===== src/rtl/pwr_rst_pkg.sv =====
package pwr_rst_pkg;

   localparam int unsigned CTRL_W = 8;

   typedef enum logic [1:0] {
      PM_FULL      = 2'd0,
      PM_COMPOSITE = 2'd1,
      PM_DIGITAL   = 2'd2,
      PM_SAVE      = 2'd3
   } psave_mode_e;

   // Field layout, most significant bit first.
   typedef struct packed {
      logic        soft_rst;   // bit 7, self-clearing
      logic        reacq;      // bit 6, self-clearing
      logic        pdn_pri;    // bit 5, 1: the register bit governs power-down
      logic        pdn_bit;    // bit 4
      logic        cg_save;    // bit 3
      logic        ref_save;   // bit 2
      psave_mode_e mode;       // bits 1:0
   } ctrl_fields_t;

   localparam logic [CTRL_W-1:0] SELF_CLR_MASK = 8'hC0;

endpackage


===== src/rtl/pwr_sync.sv =====
module pwr_sync #(
   parameter int unsigned STAGES = 2
) (
   input  logic clk,
   input  logic rst_n,
   input  logic d,
   output logic q
);

   logic [STAGES-1:0] chain;

   for (genvar s = 0; s < STAGES; s++) begin : g_stage
      if (s == 0) begin : g_first
         always_ff @(posedge clk or negedge rst_n) begin
            if (!rst_n) chain[0] <= 1'b0;
            else        chain[0] <= d;
         end
      end else begin : g_next
         always_ff @(posedge clk or negedge rst_n) begin
            if (!rst_n) chain[s] <= 1'b0;
            else        chain[s] <= chain[s-1];
         end
      end
   end

   assign q = chain[STAGES-1];

endmodule


===== src/rtl/pwr_ctrl_reg.sv =====
module pwr_ctrl_reg
   import pwr_rst_pkg::*;
(
   input  logic              clk,
   input  logic              rst_n,
   input  logic              wr_en,
   input  logic [CTRL_W-1:0] wr_data,
   output ctrl_fields_t      fields_o,
   output logic [CTRL_W-1:0] rd_data_o
);

   ctrl_fields_t regq;

   always_ff @(posedge clk or negedge rst_n) begin
      if (!rst_n) begin
         regq <= '0;
      end else if (regq.soft_rst) begin
         // A soft reset clears the whole word and discards any write.
         regq <= '0;
      end else if (wr_en) begin
         regq <= ctrl_fields_t'(wr_data);
      end else begin
         regq.reacq <= 1'b0;
      end
   end

   assign fields_o  = regq;
   assign rd_data_o = CTRL_W'(regq) & ~SELF_CLR_MASK;

endmodule


===== src/rtl/pwr_pdn_arb.sv =====
module pwr_pdn_arb (
   input  logic pdn_pri,
   input  logic pdn_bit,
   input  logic pdn_pin_s,
   output logic pdn_eff,
   output logic pad_dis,
   output logic clk_en
);

   always_comb begin
      pdn_eff = pdn_pri ? pdn_bit : pdn_pin_s;
      pad_dis = pdn_eff;
      clk_en  = ~pdn_eff;
   end

endmodule


===== src/rtl/pwr_reacq_gen.sv =====
module pwr_reacq_gen #(
   parameter bit PIN_EDGE = 1'b1
) (
   input  logic clk,
   input  logic rst_n,
   input  logic pin_s,
   input  logic reg_pulse,
   output logic reacq_o
);

   logic pin_req;

   if (PIN_EDGE) begin : g_edge
      logic pin_d;
      always_ff @(posedge clk or negedge rst_n) begin
         if (!rst_n) pin_d <= 1'b0;
         else        pin_d <= pin_s;
      end
      assign pin_req = pin_s & ~pin_d;
   end else begin : g_level
      assign pin_req = pin_s;
   end

   assign reacq_o = reg_pulse | pin_req;

endmodule


===== src/rtl/pwr_rst_ctrl.sv =====
module pwr_rst_ctrl
   import pwr_rst_pkg::*;
#(
   parameter int unsigned SYNC_STAGES = 2,
   parameter bit          REACQ_EDGE  = 1'b1
) (
   input  logic       clk,
   input  logic       rst_n,
   input  logic       wr_en,
   input  logic [7:0] wr_data,
   output logic [7:0] rd_data,
   input  logic       pdn_pin,
   input  logic       reacq_pin,
   output logic [1:0] psave_mode_o,
   output logic       ref_save_o,
   output logic       cgen_save_o,
   output logic       pdn_eff_o,
   output logic       pad_dis_o,
   output logic       clk_en_o,
   output logic       reacq_pulse_o,
   output logic       soft_rst_o
);

   if (SYNC_STAGES < 2) begin : g_bad_sync
      $error("pwr_rst_ctrl: SYNC_STAGES must be at least 2");
   end
   if (CTRL_W != 8) begin : g_bad_width
      $error("pwr_rst_ctrl: control word must be 8 bits");
   end

   ctrl_fields_t fields;
   logic         pdn_s;
   logic         reacq_s;

   pwr_ctrl_reg i_reg (
      .clk       (clk),
      .rst_n     (rst_n),
      .wr_en     (wr_en),
      .wr_data   (wr_data),
      .fields_o  (fields),
      .rd_data_o (rd_data)
   );

   pwr_sync #(.STAGES(SYNC_STAGES)) i_sync_pdn (
      .clk   (clk),
      .rst_n (rst_n),
      .d     (pdn_pin),
      .q     (pdn_s)
   );

   pwr_sync #(.STAGES(SYNC_STAGES)) i_sync_reacq (
      .clk   (clk),
      .rst_n (rst_n),
      .d     (reacq_pin),
      .q     (reacq_s)
   );

   pwr_pdn_arb i_arb (
      .pdn_pri   (fields.pdn_pri),
      .pdn_bit   (fields.pdn_bit),
      .pdn_pin_s (pdn_s),
      .pdn_eff   (pdn_eff_o),
      .pad_dis   (pad_dis_o),
      .clk_en    (clk_en_o)
   );

   pwr_reacq_gen #(.PIN_EDGE(REACQ_EDGE)) i_reacq (
      .clk       (clk),
      .rst_n     (rst_n),
      .pin_s     (reacq_s),
      .reg_pulse (fields.reacq),
      .reacq_o   (reacq_pulse_o)
   );

   assign psave_mode_o = fields.mode;
   assign ref_save_o   = fields.ref_save;
   assign cgen_save_o  = fields.cg_save;
   assign soft_rst_o   = fields.soft_rst;

endmodule


===== config.mk =====
export PLATFORM = sky130hd
export DESIGN_NAME = pwr_rst_ctrl
export DESIGN_NICKNAME = d
export VERILOG_FILES = /design/src/rtl/pwr_rst_pkg.sv /design/src/rtl/pwr_sync.sv /design/src/rtl/pwr_ctrl_reg.sv /design/src/rtl/pwr_pdn_arb.sv /design/src/rtl/pwr_reacq_gen.sv /design/src/rtl/pwr_rst_ctrl.sv
export SDC_FILE = /design/constraint.sdc
export NUM_CORES = 1
export LEC_CHECK = 0
export BUFFER_PORTS_ARGS = -buffer_cell sky130_fd_sc_hd__buf_4
export CAP_MARGIN = 20
export CORE_AREA = 3 3 40 42
export DETAILED_ROUTE_END_ITERATION = 8
export DIE_AREA = 0 0 43 45
export GPL_TIMING_DRIVEN = 0
export PLACE_DENSITY = 0.74
export SYNTH_ARGS = -nofsm -noshare
export SYNTH_HDL_FRONTEND = slang
export SYNTH_SLANG_ARGS = --single-unit

===== constraint.sdc =====
create_clock -name clk -period 1.43 [get_ports clk]
set_input_delay 0.0715 -clock clk [delete_from_list [all_inputs] [get_ports clk]]
set_output_delay 0.0715 -clock clk [all_outputs]
set_load 0.05 [all_outputs]

# Yosys cells after proc, flatten, opt, wreduce, memory -nomap -nowiden
# Index checks and enable logic that the tools add are counted.
[word_totals]
reg_bits = 13
inputBits = 13
out_inout_bits = 17
[op_classes]
muxes = 5
bitwise_logic = 4
n_reduce_logical = 1
[ops]
columns = ["op", "n"]
rows = [
  ["$mux 8", 1],
  ["$mux 6", 1],
  ["$mux 1", 3],
  ["$not 1->1", 2],
  ["$reduce_bool 2->1", 1],
  ["$and 1x1->1", 1],
  ["$or 1x1->1", 1],
]

# Longest topological paths before layout
# Gate-level depths: netlist of the first run.
[depth]
word_depth = 3
depth_mapped = 3
mapped_depth_nobuf = 2

# By module
# From an unflattened synthesis of the first run, not the netlist that was laid out.
[unflattened]
hier_cells = 42
hier_area_um2 = 546.8
[by_module_without_submodules]
columns = ["module", "instances", "cells_per_inst", "area_each_um2"]
rows = [
  ["pwr_ctrl_reg", 1, 32, 377.9],
  ["pwr_sync", 2, 2, 50.0],
  ["pwr_reacq_gen", 1, 3, 36.3],
  ["pwr_pdn_arb", 1, 3, 32.5],
]

# Worst setup path after synthesis of the first run
# Ideal clock, no wire load.
[synth_path]
kind = "register to output"
start = "register i_reg.regq (netlist bit i_reg.fields_o[5])"
end = "output pdn_eff_o"
t_arrival_ns = 2.120
t_required_ns = 1.359
setup_slack_ns = -0.762
path_stages_with_launch = 4
cell_sequence = "dfrtp_1 > mux2i_1 > inv_1 > buf_4"
[synth_between]
elab_chain_cells = 1
[synth_rtl]
columns = ["item", "line", "rtl"]
rows = [
  ["from (decl)", "pwr_ctrl_reg.sv:12", "ctrl_fields_t regq;"],
  ["from (signal assigned)", "pwr_ctrl_reg.sv:21", "regq <= ctrl_fields_t'(wr_data);"],
  ["$mux 1", "pwr_pdn_arb.sv:11", "pdn_eff = pdn_pri ? pdn_bit : pdn_pin_s;"],
  ["to (decl)", "pwr_rst_ctrl.sv:17", "output logic pdn_eff_o,"],
]
# No other way between the ends.

# Worst setup path after layout of the first run
# Ends and elaborated chain as after synthesis.

==> impl_metrics.tcl, run 1 <==
set metrics [dict create \
    status "completed" \
    end_kind "output port" \
    layoutNonFillerInstCount 92 \
    syn_avg_cell_area_sq_um 12.75 \
    worstPathRequired_ps 1360 \
    cts.clk_slew.worst_paths_ps 80 \
    fp.coreArea_sq_um 1285 \
    die_h_um 45 \
    netlist_instances 42 \
    synth_edf_count 0 \
    max_freq_mhz 758.5 \
    area_growth_pct 56.07 \
    final_util_pct 65.04 \
    first_pass_iters 2 \
    min_period_ps 1318 \
    ir_drop_mv 0.6855 \
    drt-initial-drc-count 1 \
    cts_root_buf "clkbuf_4" \
    dieArea_sq_um 1935 \
    ff2ff_path_depth 1 \
    vias_per_cell 4.185 \
    num_antenna_cells 0 \
    dp_cells 84 \
    whs_endpoint "i_reg.fields_o[4]$_DFFE_PN0P_" \
    synth.most_common_cell "dfrtp_1" \
    grt_first_pass_wirelength_um 1669 \
    clock_path_buffers 2 \
    synth_top_cells_by_area "dfrtp_1, mux2i_1, buf_4, nor2_1, and3b_2" \
    crit_type "register to output port" \
    p_per_area_nw_per_um2 1200 \
    initial_utilization_pct 41.67 \
    synth_top_area_share_pct 60.75 \
    hpwlAfterDp_um 774.2 \
    num_vias 385 \
    crit_fanout 3 \
    gp_congestion 0.6304 \
    clock_latency_ps 270 \
    p_leak_nw 0.4652 \
    finalWirelength_um 1005 \
    arrival_ps 1250 \
    hold_path_class "primary input to register" \
    reg2reg_slack_ps 600 \
    rr_startpoint "i_reg.fields_o[7]$_DFF_PN0_" \
    nets 91 \
    grt_pass1_vias 383 \
    htreeDepth 1 \
    ys_ff_latch 13 \
    ys_warn_count 0 \
    grtUsageTotal_pct 12.04 \
    layout-drive-gt1-share_pct 58.44 \
    wl_per_cell_um 10.92 \
    cts_tree "yes" \
    min-delay-start "wr_data[4]" \
    cts_made_buffers 3 \
    finalCritPeriodShare_pct 92.20 \
    die_w_um 43 \
    ys_seq_area_share_pct 60.75 \
    synth_ff_type "dfrtp_1" \
    synthTopCellsByCount "dfrtp_1, buf_4, mux2i_1, nor2_1" \
    grt_antenna_before_repair 0 \
    cts_sinks 13 \
    setup_violations 0 \
    portBuffers 26 \
    r2r-end "i_reg.fields_o[7]$_DFF_PN0_" \
    yosys.area.top_type "dfrtp_1" \
    hold_depth 3 \
    grt_overflow 0 \
    synth_cell_types 9 \
    hold_viol 0 \
    grt_max_degree 14 \
    finalMaxSlewViolations 0 \
    drc 0 \
    ant_nets 0 \
    rows 13 \
    fin_skew_ps 3.080 \
    start_kind "register" \
    async_reset_ff_share_pct 100.0 \
    rsz0062_at_grt "no" \
    drv_cap 0 \
    io_pins 30 \
    syn_area_sq_um 535.5 \
]
[critical path, cell delays in order (launching register included)]
cell and delay, ps:
dfrtp_2 410, mux2i_4 230, inv_1 70, buf_4 130, buf_6 140
[state kept, by name, indices dropped and copies added (netlist names)]
signal	flops
i_sync_pdn.q	1
i_sync_pdn.chain	1
i_sync_reacq.chain	1
i_sync_reacq.q	1
i_reg.fields_o	8
i_reacq.g_edge.pin_d	1
[worst max-delay path by stage]
| stage | start | end | slack (ps) | cells past startpoint |
|---|---|---|---|---|
| after floorplan | i_reg.fields_o[5]$_DFFE_PN0P_ | pdn_eff_o | -150 | 3 |
| after global placement | i_reg.fields_o[5]$_DFFE_PN0P_ | pdn_eff_o | 340 | 4 |
| after detailed placement | i_reg.fields_o[5]$_DFFE_PN0P_ | pdn_eff_o | 310 | 4 |
| after CTS | i_reg.fields_o[5]$_DFFE_PN0P_ | pdn_eff_o | 9 | 4 |
| after global routing | i_reg.fields_o[5]$_DFFE_PN0P_ | pdn_eff_o | 20 | 4 |
| final | i_reg.fields_o[5]$_DFFE_PN0P_ | pdn_eff_o | 110 | 4 |
[placed cells by master, fill, tap and decap left out]
master / instances
clkbuf_4: 3
inv_1: 2
and3b_2: 2
dlygate4sd3_1: 3
dfrtp_2: 1
conb_1: 2
a21o_1: 1
clkinv_2: 1
mux2i_1: 6
nor2_1: 6
mux2i_4: 1
buf_6: 2
buf_4: 35
dfrtp_1: 12
[kinds of logic (layout without fill, tap and decap cells)]
family          count (synthesis)  count (layout)  synth area share, %
compound gates                  1               1                1.402
flops                          13              13                60.75
buf+inv                        12              46                16.12
mux                             7               7                13.08
simple gates                    8               8                7.944
other cells                     1               2               0.7003
[per-stage QoR]
step / instance area [sq um] / worst slack (ps) / power, W / hold WS [ps] / setup TNS (ps)
final: 835.8 / 111.6 / 0.001003 / 46.47 / 0
after global routing: 835.8 / 24.44 / 0.001065 / 34.17 / 0
after CTS: 823.3 / 9.244 / 0.001010 / 42.51 / 0
after detailed placement: 765.7 / 312.4 / 0.0007824 / -77.90 / 0
after global placement: 765.7 / 343.9 / 0.0007755 / -78.97 / 0
after floorplan: 551.8 / -151.2 / 0.0006714 / -224.1 / -151.2
[what timing repair did]
action,4_1_cts,5_1_grt
setup endpoints to repair,0,1
gates resized for setup,0,2
hold buffers,3,0
setup buffers,0,1
hold endpoints to repair,15,0
[layout make-up]
type / count / area, sq um
clock inverters: 1 / 5.005
inverters: 2 / 7.507
multi-input cells: 18 / 140.1
flip-flops and latches: 13 / 326.6
clock buffers: 3 / 22.52
plain buffers: 10 / 78.83
repair buffers: 30 / 236.5
fillers: 111 / 449.2
well taps: 15 / 18.77
[routing by layer]
layer / routed length, um / global-route usage, % / up-vias / part of all wire (%)
met4: 0 / 7.229 / 0 / 0
met1: 345 / 11.20 / 176 / 34
met5: 0 / 0 / - / 0
met3: 82 / 2.789 / 0 / 8.2
li1: - / - / 192 / -
met2: 577 / 23.65 / 17 / 57
[power breakdown]
part / internal [W] / total (W) / switching [W]
clock network: 0.000103 / 0.000217 / 0.000114
logic: 0.000142 / 0.000365 / 0.000224
registers: 0.000396 / 0.000420 / 0.0000244
total: 0.000641 / 0.00100 / 0.000362
Power figures use the tool's default switching activity.
==> inputs of run 2 (changes only) <==
--- a/config.mk
+++ b/config.mk
@@ -5,11 +5,12 @@
 export SDC_FILE = /design/constraint.sdc
 export NUM_CORES = 1
 export LEC_CHECK = 0
-export BUFFER_PORTS_ARGS = -buffer_cell sky130_fd_sc_hd__buf_4
+export BUFFER_PORTS_ARGS = -buffer_cell sky130_fd_sc_hd__buf_2
 export CAP_MARGIN = 20
 export CORE_AREA = 3 3 40 42
 export DETAILED_ROUTE_END_ITERATION = 8
 export DIE_AREA = 0 0 43 45
+export GPL_ROUTABILITY_DRIVEN = 0
 export GPL_TIMING_DRIVEN = 0
 export PLACE_DENSITY = 0.74
 export SYNTH_ARGS = -nofsm -noshare
==> impl_metrics.tcl, run 2 (synthesis gave the netlist of run 1 again) <==
set metrics [dict create \
    status "completed" \
    end_kind "output port" \
    min_period_ps 1365 \
    drt-initial-drc-count 1 \
    dieArea_sq_um 1935 \
    crit_fanout 2 \
    max_stage_delay_ps 410 \
    layout-drive-gt1-share_pct 55.84 \
    cts_tree "yes" \
    area_growth_pct 42.76 \
    min-delay-start "wr_data[3]" \
    final_util_pct 59.49 \
    rr_startpoint "i_reg.fields_o[5]$_DFFE_PN0P_" \
    dp_cells 84 \
    drc 0 \
    crit_chain "mux2i_4, inv_1, buf_4, buf_2" \
    hpwlAfterDp_um 725 \
    critPathTopFamily "flip-flops" \
    fin_ws_ps 65.07 \
    die_h_um 45 \
    whs_endpoint "i_reg.fields_o[3]$_DFFE_PN0P_" \
    final_cell_mix "buf_2, dfrtp_1, buf_4" \
    worstPathRequired_ps 1360 \
    hold_depth 3 \
    vias_per_cell 4.250 \
    largest_reg_flops 8 \
    clock_path_buffers 2 \
    crit_type "register to output port" \
    hold_path_class "primary input to register" \
    grt_pass1_vias 330 \
    cp_slowest_cell "dfrtp_1" \
    nFillCells 120 \
    fp.coreArea_sq_um 1285 \
    dp_slack_ps 314.8 \
    final_common_cell "buf_2" \
    grt_max_degree 14 \
    grt_overflow 0 \
    hold_viol 0 \
    die_w_um 43 \
    grt_first_pass_wirelength_um 1435 \
    layoutNonFillerInstCount 92 \
    p_per_area_nw_per_um2 1248 \
    ir_drop_mv 0.6394 \
    max_freq_mhz 732.6 \
    clock_latency_ps 260 \
    num_antenna_cells 0 \
    reg2reg_slack_ps 560 \
    nets 91 \
    io_pins 30 \
    cts_root_buf "clkbuf_4" \
    wl_per_cell_um 10.11 \
    initial_utilization_pct 41.67 \
    first_pass_iters 2 \
    rsz0062_at_grt "no" \
    start_kind "register" \
    cts_resized 0 \
    cts_made_buffers 3 \
    rows 13 \
    ant_nets 0 \
    ff2ff_path_depth 3 \
    num_vias 391 \
    arrival_ps 1290 \
    p_total_w 0.0009537 \
    cts_sinks 13 \
    cts.clk_slew.worst_paths_ps 70 \
    grt_antenna_before_repair 0 \
    setup_violations 0 \
    htreeDepth 1 \
    finalMaxSlewViolations 0 \
    finalWirelength_um 930 \
    worst-path-stages 4 \
    p_leak_nw 0.4444 \
    drv_cap 0 \
    portBuffers 26 \
    finalCritPeriodShare_pct 95.45 \
    fin_skew_ps 3.130 \
    critPathBufInv 3 \
    hold_slack_ps 46.86 \
    r2r-end "i_reg.fields_o[5]$_DFFE_PN0P_" \
    grtUsageTotal_pct 10.62 \
]
## run 2: cell count changes in the layout (fill, tap and decap cells not counted)
cell | before | now
dfrtp_1 | 12 | 13
buf_6 | 2 | 1
clkinv_2 | 1 | 0
buf_2 | 0 | 26
dfrtp_2 | 1 | 0
buf_4 | 35 | 10
clkbuf_1 | 0 | 1
## run 2: how the worst max path moves through the flow
stage | end | startpoint
2_1_floorplan | pdn_eff_o | i_reg.fields_o[5]$_DFFE_PN0P_
3_3_place_gp | pdn_eff_o | i_reg.fields_o[5]$_DFFE_PN0P_
3_5_place_dp | pdn_eff_o | i_reg.fields_o[5]$_DFFE_PN0P_
4_1_cts | pdn_eff_o | i_reg.fields_o[5]$_DFFE_PN0P_
5_1_grt | pdn_eff_o | i_reg.fields_o[5]$_DFFE_PN0P_
6_report | pdn_eff_o | i_reg.fields_o[5]$_DFFE_PN0P_
## run 2: cell type report
class	instances	area [sq um]	share of cell area, %
Timing Repair Buffer	30	167.7	21.93
Clock buffer	4	26.28	3.437
Buffer	10	78.83	10.31
Multi-Input combinational cell	18	140.1	18.33
Inverter	2	7.507	0.9820
Tap cell	15	18.77	2.455
Sequential cell	13	325.3	42.55
## run 2: per-layer routing
layer  vias up  wire, um  share of wire, %  GRT usage [%]
met5         -         0                 0              0
met4         0         9              0.97          7.229
met3         2        97                10          3.984
met2        19       494                53          17.37
met1       178       329                35          11.51
li1        192         -                 -              -
## run 2: timing repair
item                                    CTS  global route
endpoints found under the setup margin    0             1
hold buffers                              3             0
setup buffers                             0             1
endpoints found under the hold margin    15             0
## run 2: power by group
part	internal, W	switching, W
registers	0.000395	0.0000230
logic	0.000104	0.000221
clock network	0.000108	0.000102
total	0.000607	0.000346
## run 2: worst register-to-register path, delay by kind of cell (launching register included)
family                 cells  cell delay [ps]
multiplexers               1              130
AND/OR/NAND/NOR            1               50
buffers and inverters      1              150
flip-flops                 1              420
## run 2: through the flow
stage,cell area [sq um],TNS (ps)
3_3_place_gp,700.7,0
2_1_floorplan,551.8,-151.2
5_1_grt,764.5,0
6_report,764.5,0
4_1_cts,757.0,0
3_5_place_dp,700.7,0
